===== src/rtl/pinrep_pkg.sv =====
package pinrep_pkg;
  typedef enum logic [1:0] {
    PH_PRE  = 2'd0,
    PH_MARK = 2'd1,
    PH_DATA = 2'd2
  } phase_e;
endpackage


===== src/rtl/pinrep_seq.sv =====
module pinrep_seq
  import pinrep_pkg::*;
#(
  parameter int PRE_LEN = 20,
  parameter int PIN_W   = 10,
  parameter int POS_W   = 5,
  parameter int IDX_W   = 4
) (
  input  logic             clk_i,
  input  logic             rst_ni,
  input  logic             step_i,
  output logic [POS_W-1:0] pos_o,
  output phase_e           phase_o,
  output logic [IDX_W-1:0] idx_o
);
  localparam int FRAME_LEN = PRE_LEN + 1 + PIN_W;
  localparam logic [POS_W-1:0] LAST_POS   = POS_W'(FRAME_LEN - 1);
  localparam logic [POS_W-1:0] MARK_POS   = POS_W'(PRE_LEN);
  localparam logic [POS_W-1:0] DATA_START = POS_W'(PRE_LEN + 1);

  logic [POS_W-1:0] pos_q;
  logic [POS_W-1:0] diff;

  always_ff @(posedge clk_i or negedge rst_ni) begin
    if (!rst_ni)     pos_q <= '0;
    else if (step_i) pos_q <= (pos_q == LAST_POS) ? '0 : pos_q + 1'b1;
  end

  always_comb begin
    if (pos_q < MARK_POS)       phase_o = PH_PRE;
    else if (pos_q == MARK_POS) phase_o = PH_MARK;
    else                        phase_o = PH_DATA;
  end

  assign diff  = pos_q - DATA_START;
  assign idx_o = diff[IDX_W-1:0];
  assign pos_o = pos_q;
endmodule


===== src/rtl/pinrep_hold.sv =====
module pinrep_hold #(
  parameter int PIN_W = 10
) (
  input  logic             clk_i,
  input  logic             rst_ni,
  input  logic             load_i,
  input  logic [PIN_W-1:0] pins_i,
  output logic [PIN_W-1:0] hold_o
);
  always_ff @(posedge clk_i or negedge rst_ni) begin
    if (!rst_ni)     hold_o <= '0;
    else if (load_i) hold_o <= pins_i;
  end
endmodule


===== src/rtl/pinrep_tx.sv =====
module pinrep_tx
  import pinrep_pkg::*;
#(
  parameter int PIN_W = 10,
  parameter int IDX_W = 4
) (
  input  logic             clk_i,
  input  logic             rst_ni,
  input  logic             step_i,
  input  phase_e           phase_i,
  input  logic [IDX_W-1:0] idx_i,
  input  logic [PIN_W-1:0] hold_i,
  output logic             sdo_o
);
  logic data_bit;
  logic next_bit;

  // out-of-range index cannot occur in PH_DATA; default 0 keeps it safe
  always_comb begin
    data_bit = 1'b0;
    for (int j = 0; j < PIN_W; j++) begin
      if (idx_i == IDX_W'(j)) data_bit = hold_i[j];
    end
  end

  always_comb begin
    unique case (phase_i)
      PH_PRE:  next_bit = 1'b0;
      PH_MARK: next_bit = 1'b1;
      PH_DATA: next_bit = data_bit;
      default: next_bit = 1'b0;
    endcase
  end

  always_ff @(posedge clk_i or negedge rst_ni) begin
    if (!rst_ni)     sdo_o <= 1'b0;
    else if (step_i) sdo_o <= next_bit;
  end
endmodule


===== src/rtl/pin_reporter.sv =====
module pin_reporter
  import pinrep_pkg::*;
#(
  parameter int PRE_LEN = 20,
  parameter int PIN_W   = 10
) (
  input  logic             clk_i,
  input  logic             rst_ni,
  input  logic             shift_en_i,
  input  logic [PIN_W-1:0] pins_i,
  output logic             sdo_o
);
  localparam int FRAME_LEN = PRE_LEN + 1 + PIN_W;
  localparam int POS_W     = $clog2(FRAME_LEN);
  localparam int IDX_W     = (PIN_W > 1) ? $clog2(PIN_W) : 1;

  logic [POS_W-1:0] pos_q;
  phase_e           phase;
  logic [IDX_W-1:0] data_idx;
  logic [PIN_W-1:0] hold_q;
  logic             cap_en;

  pinrep_seq #(
    .PRE_LEN(PRE_LEN), .PIN_W(PIN_W), .POS_W(POS_W), .IDX_W(IDX_W)
  ) u_seq (
    .clk_i   (clk_i),
    .rst_ni  (rst_ni),
    .step_i  (shift_en_i),
    .pos_o   (pos_q),
    .phase_o (phase),
    .idx_o   (data_idx)
  );

  // latch on the marker step so pin 0 is valid for the next step
  assign cap_en = shift_en_i && (phase == PH_MARK);

  pinrep_hold #(.PIN_W(PIN_W)) u_hold (
    .clk_i  (clk_i),
    .rst_ni (rst_ni),
    .load_i (cap_en),
    .pins_i (pins_i),
    .hold_o (hold_q)
  );

  pinrep_tx #(.PIN_W(PIN_W), .IDX_W(IDX_W)) u_tx (
    .clk_i   (clk_i),
    .rst_ni  (rst_ni),
    .step_i  (shift_en_i),
    .phase_i (phase),
    .idx_i   (data_idx),
    .hold_i  (hold_q),
    .sdo_o   (sdo_o)
  );
endmodule


===== config.mk =====
export PLATFORM = sky130hd
export DESIGN_NAME = pin_reporter
export DESIGN_NICKNAME = d
export VERILOG_FILES = /design/src/rtl/pinrep_pkg.sv /design/src/rtl/pinrep_seq.sv /design/src/rtl/pinrep_hold.sv /design/src/rtl/pinrep_tx.sv /design/src/rtl/pin_reporter.sv
export SDC_FILE = /design/constraint.sdc
export NUM_CORES = 1
export LEC_CHECK = 0
export BUFFER_PORTS_ARGS = -buffer_cell sky130_fd_sc_hd__buf_2
export CORE_MARGIN = 3
export CORE_UTILIZATION = 30
export DETAILED_ROUTE_END_ITERATION = 8
export HOLD_SLACK_MARGIN = 0.1
export PLACE_DENSITY_LB_ADDON = 0.3
export SLEW_MARGIN = 20
export SYNTH_ARGS = -nofsm -noshare
export SYNTH_HDL_FRONTEND = slang
export SYNTH_SLANG_ARGS = --single-unit

===== constraint.sdc =====
create_clock -name clk_i -period 1.99 [get_ports clk_i]
set_input_delay 0.398 -clock clk_i [delete_from_list [all_inputs] [get_ports clk_i]]
set_output_delay 0.398 -clock clk_i [all_outputs]
set_load 0.005 [all_outputs]

==> metrics <==
status completed; gr ovfl total 0; CTS Buf Count 3; Worst Path Arrival ~1.8 ns; Core ar. 2780 µm²; I/O Pins 14; Synth Warn # 0; post-synth top area share 0.454; crit path max fanout 13; Clk Latency, worst-skew pair roughly 0.28 ns; clk sinks 16; Post-DP HPWL 1200 µm; Post-Syn Nets 100; H-tree depth 1; Netlist Area Pre-Place ~900 µm²; critical path class register to register; Reg2Reg Capture Point u_hold.hold_o[3]$_DFFE_PN0P_; post-CTS sizing 0; post-synthesis sequential area ratio 0.454; Root Driver clkbuf_4; max_cap viols 0; Tcrit/Tclk final 0.820; DR WL/cell 12.8 µm; setup total negative slack 0 ns; fillers around 280; Hold Crit Start pins_i[8]; FFs w/ async S/R, synth 1.00; Clock Skew 0.00119 ns; WL final around 1600 µm; Cell Pwr Density ~1000 nW/µm²; post-synth cell types 23; Commonest cells post-synth dfrtp_1 (16), mux2_2 (11), o21ai_0 (11); top_reg_cell synth dfrtp_1; initial antenna violation count 0; placed cell areas 960 µm²; pre-CTS WS 0.361 ns; Slew @ Worst Pin about 0.40 ns; Leak about 0.47 nW; Hold Crit Class input pin to register; Clock Path Buffers 2; CP Data Required Time about 2.2 ns; TritonRoute pass-1 iters 3; final hold vios 0; initial DRC count 13; number of global-route vias before repair 595; Cells after DPL about 120; reg2reg start u_seq.pos_o[2]$_DFFE_PN0P_; worst reg-to-reg path cell count 4; startpoint types register; via count 631; CP Capture Type register; most frequent cell after synthesis dfrtp_1; Placer Congestion 0.788; WHS 0.336 ns; Final Cell Area between 1000 and 1500 µm²; die span in x between 60 and 70 µm; Worst Hold Endpoint u_hold.hold_o[8]$_DFFE_PN0P_; fraction of layout cells with a size suffix above 1 0.313; nets 116; Initial Utilization 0.317; n_diodes 0; setup slack, reg-to-reg between 0.3 and 0.4 ns; EDFF count, synth 0; Peak VDD IR just under 0.0005 V; Post-Syn Instances 81; unrepaired setup endpoints after global routing no; Final Setup Violations 0; worst hold stages 2; pin count of the biggest net entering global routing 17; CTS tree yes; Yosys top cell by area dfrtp_1; synth top area cells dfrtp_1 (45%), mux2_2 (14%), ha_1 (8.5%), o21ai_0 (6.2%), nand2_1 (4.3%); Vias/cell between 4 and 5; PnR worst setup slack 0.357 ns; Die Y-Extent between 60 and 70 µm; Worst-path clk slew approximately 0.1 ns; # rows 19; max-slew violations 0; non-filler instance count after layout ~130; Final ANT Viol Nets 0; All-Layer GR Usage 0.102; Avg Cell Area, Syn 10.9 µm²; post-route DRC violation count 0; Die Footprint around 3600 µm²; Synth-to-Final Area Change 14.0%; fmax just over 600 MHz; I/O Buffers 13; #FFs+latches synth 16; global-route wire length before repair roughly 2700 µm; Slew HR 0.733; fin crit period roughly 1.6 ns
## how the worst max path moves through the flow
stage | from | endpoint | slack (ns) | depth (start not counted)
CTS | u_seq.pos_o[2]$_DFFE_PN0P_ | u_hold.hold_o[9]$_DFFE_PN0P_ | 0.35 | 4
global placement | u_seq.pos_o[2]$_DFFE_PN0P_ | u_hold.hold_o[9]$_DFFE_PN0P_ | 0.37 | 4
detailed placement | shift_en_i | u_hold.hold_o[9]$_DFFE_PN0P_ | 0.36 | 5
global route | u_seq.pos_o[0]$_DFFE_PN0P_ | u_tx.sdo_o$_DFFE_PN0P_ | 0.19 | 6
floorplan | u_seq.pos_o[0]$_DFFE_PN0P_ | u_hold.hold_o[1]$_DFFE_PN0P_ | 0.49 | 5
finish | u_seq.pos_o[2]$_DFFE_PN0P_ | u_hold.hold_o[3]$_DFFE_PN0P_ | 0.36 | 4
## stage by stage
stage	util	power (W)
after floorplan	-	0.000756
after global placement	0.345	0.000810
after detailed placement	0.345	0.000815
after CTS	0.362	0.00104
after global routing	0.362	0.00112
final	0.362	0.00103
## cell type report
type	count	area [µm²]	area share
Timing Repair Buffer	15	82.6	0.0821
Tap cell	31	38.8	0.0386
Clock buffer	4	36.3	0.0361
Inverter	3	11.3	0.0112
Sequential cell	16	400	0.398
Multi-Input combinational cell	58	437	0.434
## power by group
group / switching [W] / internal (W)
registers: 0.000118 / 0.000406
logic: 0.000133 / 0.000152
clock network: 0.000105 / 0.000111
total: 0.000356 / 0.000669
## critical path, cell delays in order (launching register included)
cell and delay [ns]:
dfrtp_1 0.60, nand3_1 0.19, nor3b_2 0.18, buf_4 0.21, mux2_2 0.35
## sequential cells by signal, indices dropped and copies added (netlist names)
signal and count:
u_hold.hold_o 10, u_seq.pos_o 5, u_tx.sdo_o 1
## kinds of logic (layout without fill, tap and decap cells)
| kind of cell | Yosys count | count (layout) | share of synthesized area |
|---|---|---|---|
| AO/OA/AOI/OAI | 18 | 18 | 0.121 |
| adder cells (fa/ha/maj) | 6 | 6 | 0.0851 |
| flip-flops | 16 | 16 | 0.454 |
| AND/OR/NAND/NOR | 21 | 21 | 0.128 |
| buffers and inverters | 7 | 22 | 0.0511 |
| XOR/XNOR | 1 | 1 | 0.00993 |
| multiplexers | 12 | 12 | 0.152 |
## layer usage
| layer | wire length, µm | vias up | share of wire | global-route usage |
|---|---|---|---|---|
| met3 | 67 | 2 | 0.041 | 0.0194 |
| met4 | 18 | 0 | 0.011 | 0.0570 |
| li1 | - | 322 | - | - |
| met1 | 800 | 298 | 0.49 | 0.141 |
| met5 | 0 | - | 0 | 0 |
| met2 | 735 | 9 | 0.45 | 0.148 |
## cell usage in the layout, fill, tap and decap left out, types with 2 or more instances in the layout
| cell | n |
|---|---|
| clkbuf_4 | 3 |
| ha_1 | 6 |
| mux2_2 | 11 |
| inv_1 | 3 |
| nand3_1 | 3 |
| a21oi_1 | 2 |
| nand2_1 | 10 |
| buf_2 | 13 |
| dfrtp_1 | 16 |
| nand4_1 | 3 |
| o21ai_0 | 11 |
| a221oi_1 | 2 |
## repair_timing
item / 4_1_cts / 5_1_grt
hold buffers: 1 / 0
hold endpoints to repair: 16 / 0
setup buffers: 0 / 0
Note: power is estimated with default switching activity, not from simulation.
